File: src/rtl/pfc_pkg.sv
package pfc_pkg;
  localparam int REG_W    = 32;
  localparam int ADDR_W   = 5;
  localparam int SEL_W    = 8;
  localparam int FILT_W   = 6;
  localparam int FILT_LSB = SEL_W;

  localparam logic [1:0] RGN_CNT  = 2'd0;
  localparam logic [1:0] RGN_TYPE = 2'd1;
  localparam logic [1:0] RGN_CTL  = 2'd2;

  localparam logic [2:0] CTL_MODE = 3'd0;
  localparam logic [2:0] CTL_EN   = 3'd1;
  localparam logic [2:0] CTL_OVF  = 3'd2;

  typedef struct packed {
    logic m;
    logic nsh;
    logic nsu;
    logic nsk;
    logic u;
    logic p;
  } filt_t;
endpackage

File: src/rtl/pfc_filter.sv
module pfc_filter
  import pfc_pkg::*;
(
  input  filt_t      filt,
  input  logic [1:0] el,
  input  logic       secure,
  output logic       allow
);
  always_comb begin
    case (el)
      2'd0:    allow = secure ? !filt.u : (filt.u == filt.nsu);
      2'd1:    allow = secure ? !filt.p : (filt.p == filt.nsk);
      2'd2:    allow = filt.nsh;
      default: allow = (filt.p == filt.m);
    endcase
  end
endmodule

File: src/rtl/pfc_event_counter.sv
module pfc_event_counter
  import pfc_pkg::*;
#(
  parameter int CNT_W   = 32,
  parameter int NUM_EVT = 8
) (
  input  logic               clk,
  input  logic               rst,
  input  logic [SEL_W-1:0]   sel,
  input  filt_t              filt,
  input  logic [1:0]         el,
  input  logic               secure,
  input  logic               run,
  input  logic [NUM_EVT-1:0] evt,
  input  logic               load,
  input  logic [CNT_W-1:0]   load_val,
  output logic [CNT_W-1:0]   cnt,
  output logic               wrap
);
  localparam int IDX_W = (NUM_EVT > 1) ? $clog2(NUM_EVT) : 1;

  logic allow;
  logic hit;
  logic inc;

  pfc_filter u_filter (
    .filt   (filt),
    .el     (el),
    .secure (secure),
    .allow  (allow)
  );

  always_comb begin
    if (sel < SEL_W'(NUM_EVT)) hit = evt[sel[IDX_W-1:0]];
    else                       hit = 1'b0;
  end

  assign inc  = run & allow & hit;
  assign wrap = inc & !load & (&cnt);

  always_ff @(posedge clk) begin
    if (rst)       cnt <= '0;
    else if (load) cnt <= load_val;
    else if (inc)  cnt <= cnt + 1'b1;
  end
endmodule

File: src/rtl/pfc_cycle_counter.sv
module pfc_cycle_counter
  import pfc_pkg::*;
#(
  parameter int CYC_W   = 64,
  parameter int DIV_LOG = 6
) (
  input  logic             clk,
  input  logic             rst,
  input  filt_t            filt,
  input  logic [1:0]       el,
  input  logic             secure,
  input  logic             run,
  input  logic             div_en,
  input  logic             load_lo,
  input  logic             load_hi,
  input  logic [REG_W-1:0] load_val,
  output logic [CYC_W-1:0] cnt,
  output logic             wrap
);
  localparam int HI_W = CYC_W - REG_W;

  logic               allow;
  logic               tick;
  logic               step;
  logic               any_load;
  logic [DIV_LOG-1:0] rem;

  pfc_filter u_filter (
    .filt   (filt),
    .el     (el),
    .secure (secure),
    .allow  (allow)
  );

  assign tick     = run & allow;
  assign step     = tick & (!div_en | (&rem));
  assign any_load = load_lo | load_hi;
  assign wrap     = step & !any_load & (&cnt);

  always_ff @(posedge clk) begin
    if (rst)                rem <= '0;
    else if (tick & div_en) rem <= rem + 1'b1;
  end

  always_ff @(posedge clk) begin
    if (rst) begin
      cnt <= '0;
    end else begin
      if (load_lo) cnt[REG_W-1:0] <= load_val;
      if (load_hi) cnt[CYC_W-1:REG_W] <= load_val[HI_W-1:0];
      if (!any_load && step) cnt <= cnt + 1'b1;
    end
  end
endmodule

File: src/rtl/priv_event_counter.sv
module priv_event_counter
  import pfc_pkg::*;
#(
  parameter int         NUM_CNT   = 4,
  parameter int         CNT_W     = 32,
  parameter int         CYC_W     = 64,
  parameter int         NUM_EVT   = 8,
  parameter int         DIV_LOG   = 6,
  parameter logic [7:0] CYCLE_EVT = 8'h11
) (
  input  logic               clk,
  input  logic               rst,
  input  logic [NUM_EVT-1:0] evt_in,
  input  logic [1:0]         el,
  input  logic               secure,
  input  logic               wr_en,
  input  logic [ADDR_W-1:0]  wr_addr,
  input  logic [REG_W-1:0]   wr_data,
  input  logic               rd_en,
  input  logic [ADDR_W-1:0]  rd_addr,
  output logic [REG_W-1:0]   rd_data
);
  localparam int NB = NUM_CNT + 1;

  logic [1:0] wr_rgn, rd_rgn;
  logic [2:0] wr_idx, rd_idx;

  logic [NUM_CNT-1:0] cnt_load, type_wr;
  logic cyc_lo_ld, cyc_hi_ld, cyc_type_wr, mode_wr, en_wr, ovf_wr;

  logic [NUM_CNT-1:0][SEL_W-1:0] sel_q;
  filt_t [NUM_CNT:0]             filt_q;
  logic                          glob_en_q, div_q;
  logic [NB-1:0]                 en_q, ovf_q;

  logic [NUM_CNT-1:0][CNT_W-1:0] cnt_q;
  logic [CYC_W-1:0]              cyc_q;
  logic [NB-1:0]                 wrap_v, run_v, clr_v;
  logic [REG_W-1:0]              rd_nxt;

  assign wr_rgn = wr_addr[4:3];
  assign wr_idx = wr_addr[2:0];
  assign rd_rgn = rd_addr[4:3];
  assign rd_idx = rd_addr[2:0];

  // write decode
  always_comb begin
    for (int i = 0; i < NUM_CNT; i++) begin
      cnt_load[i] = wr_en && (wr_rgn == RGN_CNT)  && (wr_idx == 3'(i));
      type_wr[i]  = wr_en && (wr_rgn == RGN_TYPE) && (wr_idx == 3'(i));
    end
    cyc_lo_ld   = wr_en && (wr_rgn == RGN_CNT)  && (wr_idx == 3'(NUM_CNT));
    cyc_hi_ld   = wr_en && (wr_rgn == RGN_CNT)  && (wr_idx == 3'(NUM_CNT + 1));
    cyc_type_wr = wr_en && (wr_rgn == RGN_TYPE) && (wr_idx == 3'(NUM_CNT));
    mode_wr     = wr_en && (wr_rgn == RGN_CTL)  && (wr_idx == CTL_MODE);
    en_wr       = wr_en && (wr_rgn == RGN_CTL)  && (wr_idx == CTL_EN);
    ovf_wr      = wr_en && (wr_rgn == RGN_CTL)  && (wr_idx == CTL_OVF);
  end

  // type registers: filter always stored, selector only on a change
  always_ff @(posedge clk) begin
    if (rst) begin
      sel_q  <= '0;
      filt_q <= '0;
    end else begin
      for (int i = 0; i < NUM_CNT; i++) begin
        if (type_wr[i]) begin
          filt_q[i] <= filt_t'(wr_data[FILT_LSB +: FILT_W]);
          if (wr_data[SEL_W-1:0] != sel_q[i]) sel_q[i] <= wr_data[SEL_W-1:0];
        end
      end
      if (cyc_type_wr) filt_q[NUM_CNT] <= filt_t'(wr_data[FILT_LSB +: FILT_W]);
    end
  end

  // mode and enable registers
  always_ff @(posedge clk) begin
    if (rst) begin
      glob_en_q <= 1'b0;
      div_q     <= 1'b0;
      en_q      <= '0;
    end else begin
      if (mode_wr) begin
        glob_en_q <= wr_data[0];
        div_q     <= wr_data[1];
      end
      if (en_wr) en_q <= wr_data[NB-1:0];
    end
  end

  // overflow status: a new wrap outranks a same-cycle clear
  assign clr_v = ovf_wr ? wr_data[NB-1:0] : '0;

  always_ff @(posedge clk) begin
    if (rst) ovf_q <= '0;
    else     ovf_q <= (ovf_q & ~clr_v) | wrap_v;
  end

  assign run_v = en_q & {NB{glob_en_q}};

  for (genvar g = 0; g < NUM_CNT; g++) begin : g_cnt
    pfc_event_counter #(
      .CNT_W   (CNT_W),
      .NUM_EVT (NUM_EVT)
    ) u_cnt (
      .clk      (clk),
      .rst      (rst),
      .sel      (sel_q[g]),
      .filt     (filt_q[g]),
      .el       (el),
      .secure   (secure),
      .run      (run_v[g]),
      .evt      (evt_in),
      .load     (cnt_load[g]),
      .load_val (wr_data[CNT_W-1:0]),
      .cnt      (cnt_q[g]),
      .wrap     (wrap_v[g])
    );
  end

  pfc_cycle_counter #(
    .CYC_W   (CYC_W),
    .DIV_LOG (DIV_LOG)
  ) u_cyc (
    .clk      (clk),
    .rst      (rst),
    .filt     (filt_q[NUM_CNT]),
    .el       (el),
    .secure   (secure),
    .run      (run_v[NUM_CNT]),
    .div_en   (div_q),
    .load_lo  (cyc_lo_ld),
    .load_hi  (cyc_hi_ld),
    .load_val (wr_data),
    .cnt      (cyc_q),
    .wrap     (wrap_v[NUM_CNT])
  );

  // read mux
  always_comb begin
    rd_nxt = '0;
    case (rd_rgn)
      RGN_CNT: begin
        for (int i = 0; i < NUM_CNT; i++)
          if (rd_idx == 3'(i)) rd_nxt = REG_W'(cnt_q[i]);
        if (rd_idx == 3'(NUM_CNT))     rd_nxt = cyc_q[REG_W-1:0];
        if (rd_idx == 3'(NUM_CNT + 1)) rd_nxt = REG_W'(cyc_q[CYC_W-1:REG_W]);
      end
      RGN_TYPE: begin
        for (int i = 0; i < NUM_CNT; i++)
          if (rd_idx == 3'(i)) rd_nxt = REG_W'({filt_q[i], sel_q[i]});
        if (rd_idx == 3'(NUM_CNT)) rd_nxt = REG_W'({filt_q[NUM_CNT], CYCLE_EVT});
      end
      RGN_CTL: begin
        if (rd_idx == CTL_MODE) rd_nxt = REG_W'({div_q, glob_en_q});
        if (rd_idx == CTL_EN)   rd_nxt = REG_W'(en_q);
        if (rd_idx == CTL_OVF)  rd_nxt = REG_W'(ovf_q);
      end
      default: rd_nxt = '0;
    endcase
  end

  always_ff @(posedge clk) begin
    if (rst)        rd_data <= '0;
    else if (rd_en) rd_data <= rd_nxt;
  end
endmodule

File: config.mk
export PLATFORM = sky130hd
export DESIGN_NAME = priv_event_counter
export DESIGN_NICKNAME = d
export VERILOG_FILES = /design/src/rtl/pfc_pkg.sv /design/src/rtl/pfc_filter.sv /design/src/rtl/pfc_event_counter.sv /design/src/rtl/pfc_cycle_counter.sv /design/src/rtl/priv_event_counter.sv
export SDC_FILE = /design/constraint.sdc
export NUM_CORES = 1
export LEC_CHECK = 0
export BUFFER_PORTS_ARGS = -buffer_cell sky130_fd_sc_hd__buf_2
export CORE_AREA = 2 2 202 204
export DETAILED_ROUTE_END_ITERATION = 10
export DIE_AREA = 0 0 204 206
export GPL_TIMING_DRIVEN = 0
export MAX_ROUTING_LAYER = met4
export PLACE_DENSITY = 0.66
export SLEW_MARGIN = 20
export SYNTH_ARGS = -nofsm -noshare
export SYNTH_HDL_FRONTEND = slang
export SYNTH_HIERARCHICAL = 1
export SYNTH_SLANG_ARGS = --single-unit
File: constraint.sdc
create_clock -name clk -period 3.4 [get_ports clk]
set_clock_uncertainty 0.2 [all_clocks]
set_input_delay 0.34 -clock clk [delete_from_list [all_inputs] [get_ports clk]]
set_output_delay 0.34 -clock clk [all_outputs]
set_load 0.05 [all_outputs]
==> impl_metrics.ini <==
[synth]
synth_seq_cells = 304
yosysTopAreaCellShare_pct = 30.87
synth_area_leaders = dfxtp_1, mux2i_1, nand2_1, mux4_2, a311oi_1
synth_top_flop_cell = dfxtp_1
ys.warnings.count = 6
mappedNetlistArea_um2 = 19710
synthDistinctLibCells = 96
synth_enable_flop_cells = 0
async_flop_share_pct = 0
post_synthesis_net_count = 2400
postSynthAreaPerCell_um2 = 8.436
yosysTopAreaCell = dfxtp_1
syn_inst = 2337
seq_area_frac_synth_pct = 30.87

[worst_hold_path]
min-delay-path-class = primary input to register
hold_start = wr_data[8]

[grt]
grt_pass1_wl_mm = 122.5
grt_remaining_overflow = 0
number_of_global_route_vias_before_repair = 19240
grt_max_degree = 21
antenna_violations_before_repair = 2
grt.total_usage_pct = 39.98

[clock_tree]
clock_tree.buffer_depth = 3
clock_tree.htree_level_count = 2
cts_sinks = 304
clkSlewWorstSetupHoldPaths_ns = 0.06
numCtsBuffers = 38
cts-root-buf = clkbuf_16
clock_insertion_delay_worst_skew_ns = 0.57
cts_tree = done

[route]
initial_drc_count = 2636
drt_wl_total_mm = 84.12
vias_per_cell = 6.910
drc = 0
route.antenna.remaining_nets = 0
drt_pass1_iterations = 7
routed_len_inst_um = 27.56
via_count = 21090

[critical_path]
setup.worst_path.class = register to register
crit_path_max_incr_delay_ns = 0.50
critical_path_required_ns = 3.70
worst-endpoint-arrival_ns = 3.63
critical_path.cell_chain = nor3b_2 > a21oi_1 > xnor2_1 > a21boi_4 > and4bb_2 > o311ai_1 > buf_2 > nor4_1 > nand2_1 > nor4b_4 > a21oi_1 > nor2_1
timing.critical_path.max_delay_family = simple AND/OR/NAND/NOR gates
r2r-start = filt_q[14]
worst_path_most_repeated_cell = a21oi_1
crit_path_start_kind = register
end_kind = register
cp-startpoint = filt_q[14]
path_max_fanout = 10
critPathSlowestCell = nor4b_4
critical_path_buf_inv_count = 1

[sta]
max_freq_ghz = 0.2999
tightest_hold_margin_ns = 0.06251
finalMaxSlewViolations = 0
rsz0062_at_grt = true
timing.final.crit_share_pct = 98.07
period_needed_ns = 3.334
setup_viol_count_final = 0
worst_slack_ns = 0.06564
hold_viol_final = 0
finalSetupTns_ns = 0
tightestPinTransition_ns = 1.037
normalized_max_slew_margin_pct = 30.88

[power]
cellPowerDensity_nw_per_um2 = 387.8
ir_worst_vdd_uv = 312.7
static-leakage-power_uw = 0.007411
p_total_uw = 8796

[placed_design]
io_buffer_count = 85
place_area_um2 = 20850
pre_cts_ws_ns = -0.5948
detailed_place_hpwl_mm = 63.43
gpl.final_weighted_congestion = 1.043

[layout]
antenna_cells_inserted = 0
final_common_cell = dfxtp_1
area_used_by_sequential_logic_in_the_layout_um2 = 6087
layout_common_cells = dfxtp_1, nand2_1, nor2_1
multi_input_comb_area_um2 = 12780
drive_above_1_share_pct = 15.08
fillCellCount = 3757
final_cell_area_um2 = 22680
area_overhead_of_the_layout_relative_to_synthesis_pct = 15.07
nNetsFinal = 2554

[die]
top_level_ports = 89
die_span_in_x_um = 204
std_cell_rows = 74
chipHeight_um = 206
initial_utilization_pct = 49.06
floorplan.core_area_um2 = 40180
dieArea_um2 = 42020

[run]
cap_viol_max_count = 0

[status]
run_status = complete, no violations
[state kept, by name, summed over array words and instances, names as in the netlist]
signal           cells
glob_en_q            1
div_q                1
sel_q               32
filt_q              30
en_q                 5
g_cnt.u_cnt/cnt    128
u_cyc/cnt           64
ovf_q                5
u_cyc/rem            6
rd_data             32
[worst paths after layout]
check	depth (start not counted)	endpoint	slack (ns)
worst max-delay path	12	ovf_q[2]	0.07
worst min-delay path	3	g_cnt[3].u_cnt/cnt[8]	0.06
worst max register to register	12	ovf_q[2]	0.07
worst min register to register	2	rd_data[25]	0.28
[synth_stat cells (38+ instances only)]
cell,instances
a211oi_1,52
inv_1,61
nor3_1,38
nand3_1,125
a311oi_1,83
and4_1,39
nand4_1,61
nand2_1,199
or4_1,75
mux2i_1,93
o21ai_0,51
xnor2_1,59
a21oi_1,49
dfxtp_1,304
o31ai_1,52
nor2_1,182
nand2b_1,76
clkbuf_1,108
nor4_1,62
[kinds of logic after synthesis]
family | after synthesis | synth area share (%)
buffers and inverters | 237 | 5.566
AND/OR/NAND/NOR | 1014 | 28.63
multiplexers | 159 | 10.38
adder cells (fa/ha/maj) | 6 | 0.3808
flip-flops | 304 | 30.87
AO/OA/AOI/OAI | 525 | 20.09
XOR/XNOR | 92 | 4.087
[through the flow]
stage | utilization, % | std cells
floorplan | - | 2337
global placement | 51.77 | 2954
detailed placement | 51.89 | 2955
CTS | 55.93 | 3050
global route | 56.45 | 3052
finish | 56.45 | 3052
[metal layers]
metal	vias up	share of wire (%)	track usage, %	wire (µm)
li1	9340	-	-	-
met1	10180	41	51.95	34270
met2	1339	45	62.22	37590
met3	232	10	6.749	8669
met4	0	4.3	15.66	3591
met5	-	0	-	0
[layout make-up]
cell class / instances / area share [%]
Multi-Input combinational cell: 1796 / 56.34
Sequential cell: 304 / 26.83
Tap cell: 532 / 2.934
Inverter: 68 / 1.125
Clock inverter: 9 / 0.4192
Clock buffer: 60 / 5.367
Timing Repair Buffer: 118 / 3.271
Buffer: 165 / 3.707
[where the power goes]
part           switching [µW]  internal (µW)
combinational             512            255
sequential               83.6           3610
clock                    1730           2600
[repair_timing]
| action | in CTS | in global routing |
|---|---|---|
| hold buffers | 26 | 0 |
| gates resized for setup | 13 | 43 |
| buffers inserted | 0 | 5 |
| endpoints found under the hold margin | 124 | 0 |
| pin swaps | 0 | 8 |
| setup endpoints to repair | 33 | 100 |
| gates cloned | 0 | 1 |
[worst register-to-register path, cell delays in order (launching register included)]
cell	delay, ns
dfxtp_1	0.36
nor3b_2	0.17
a21oi_1	0.07
xnor2_1	0.18
a21boi_4	0.23
and4bb_2	0.34
o311ai_1	0.16
buf_2	0.22
nor4_1	0.47
nand2_1	0.17
nor4b_4	0.50
a21oi_1	0.10
nor2_1	0.11
No activity file was read; power rests on OpenSTA's default activity.
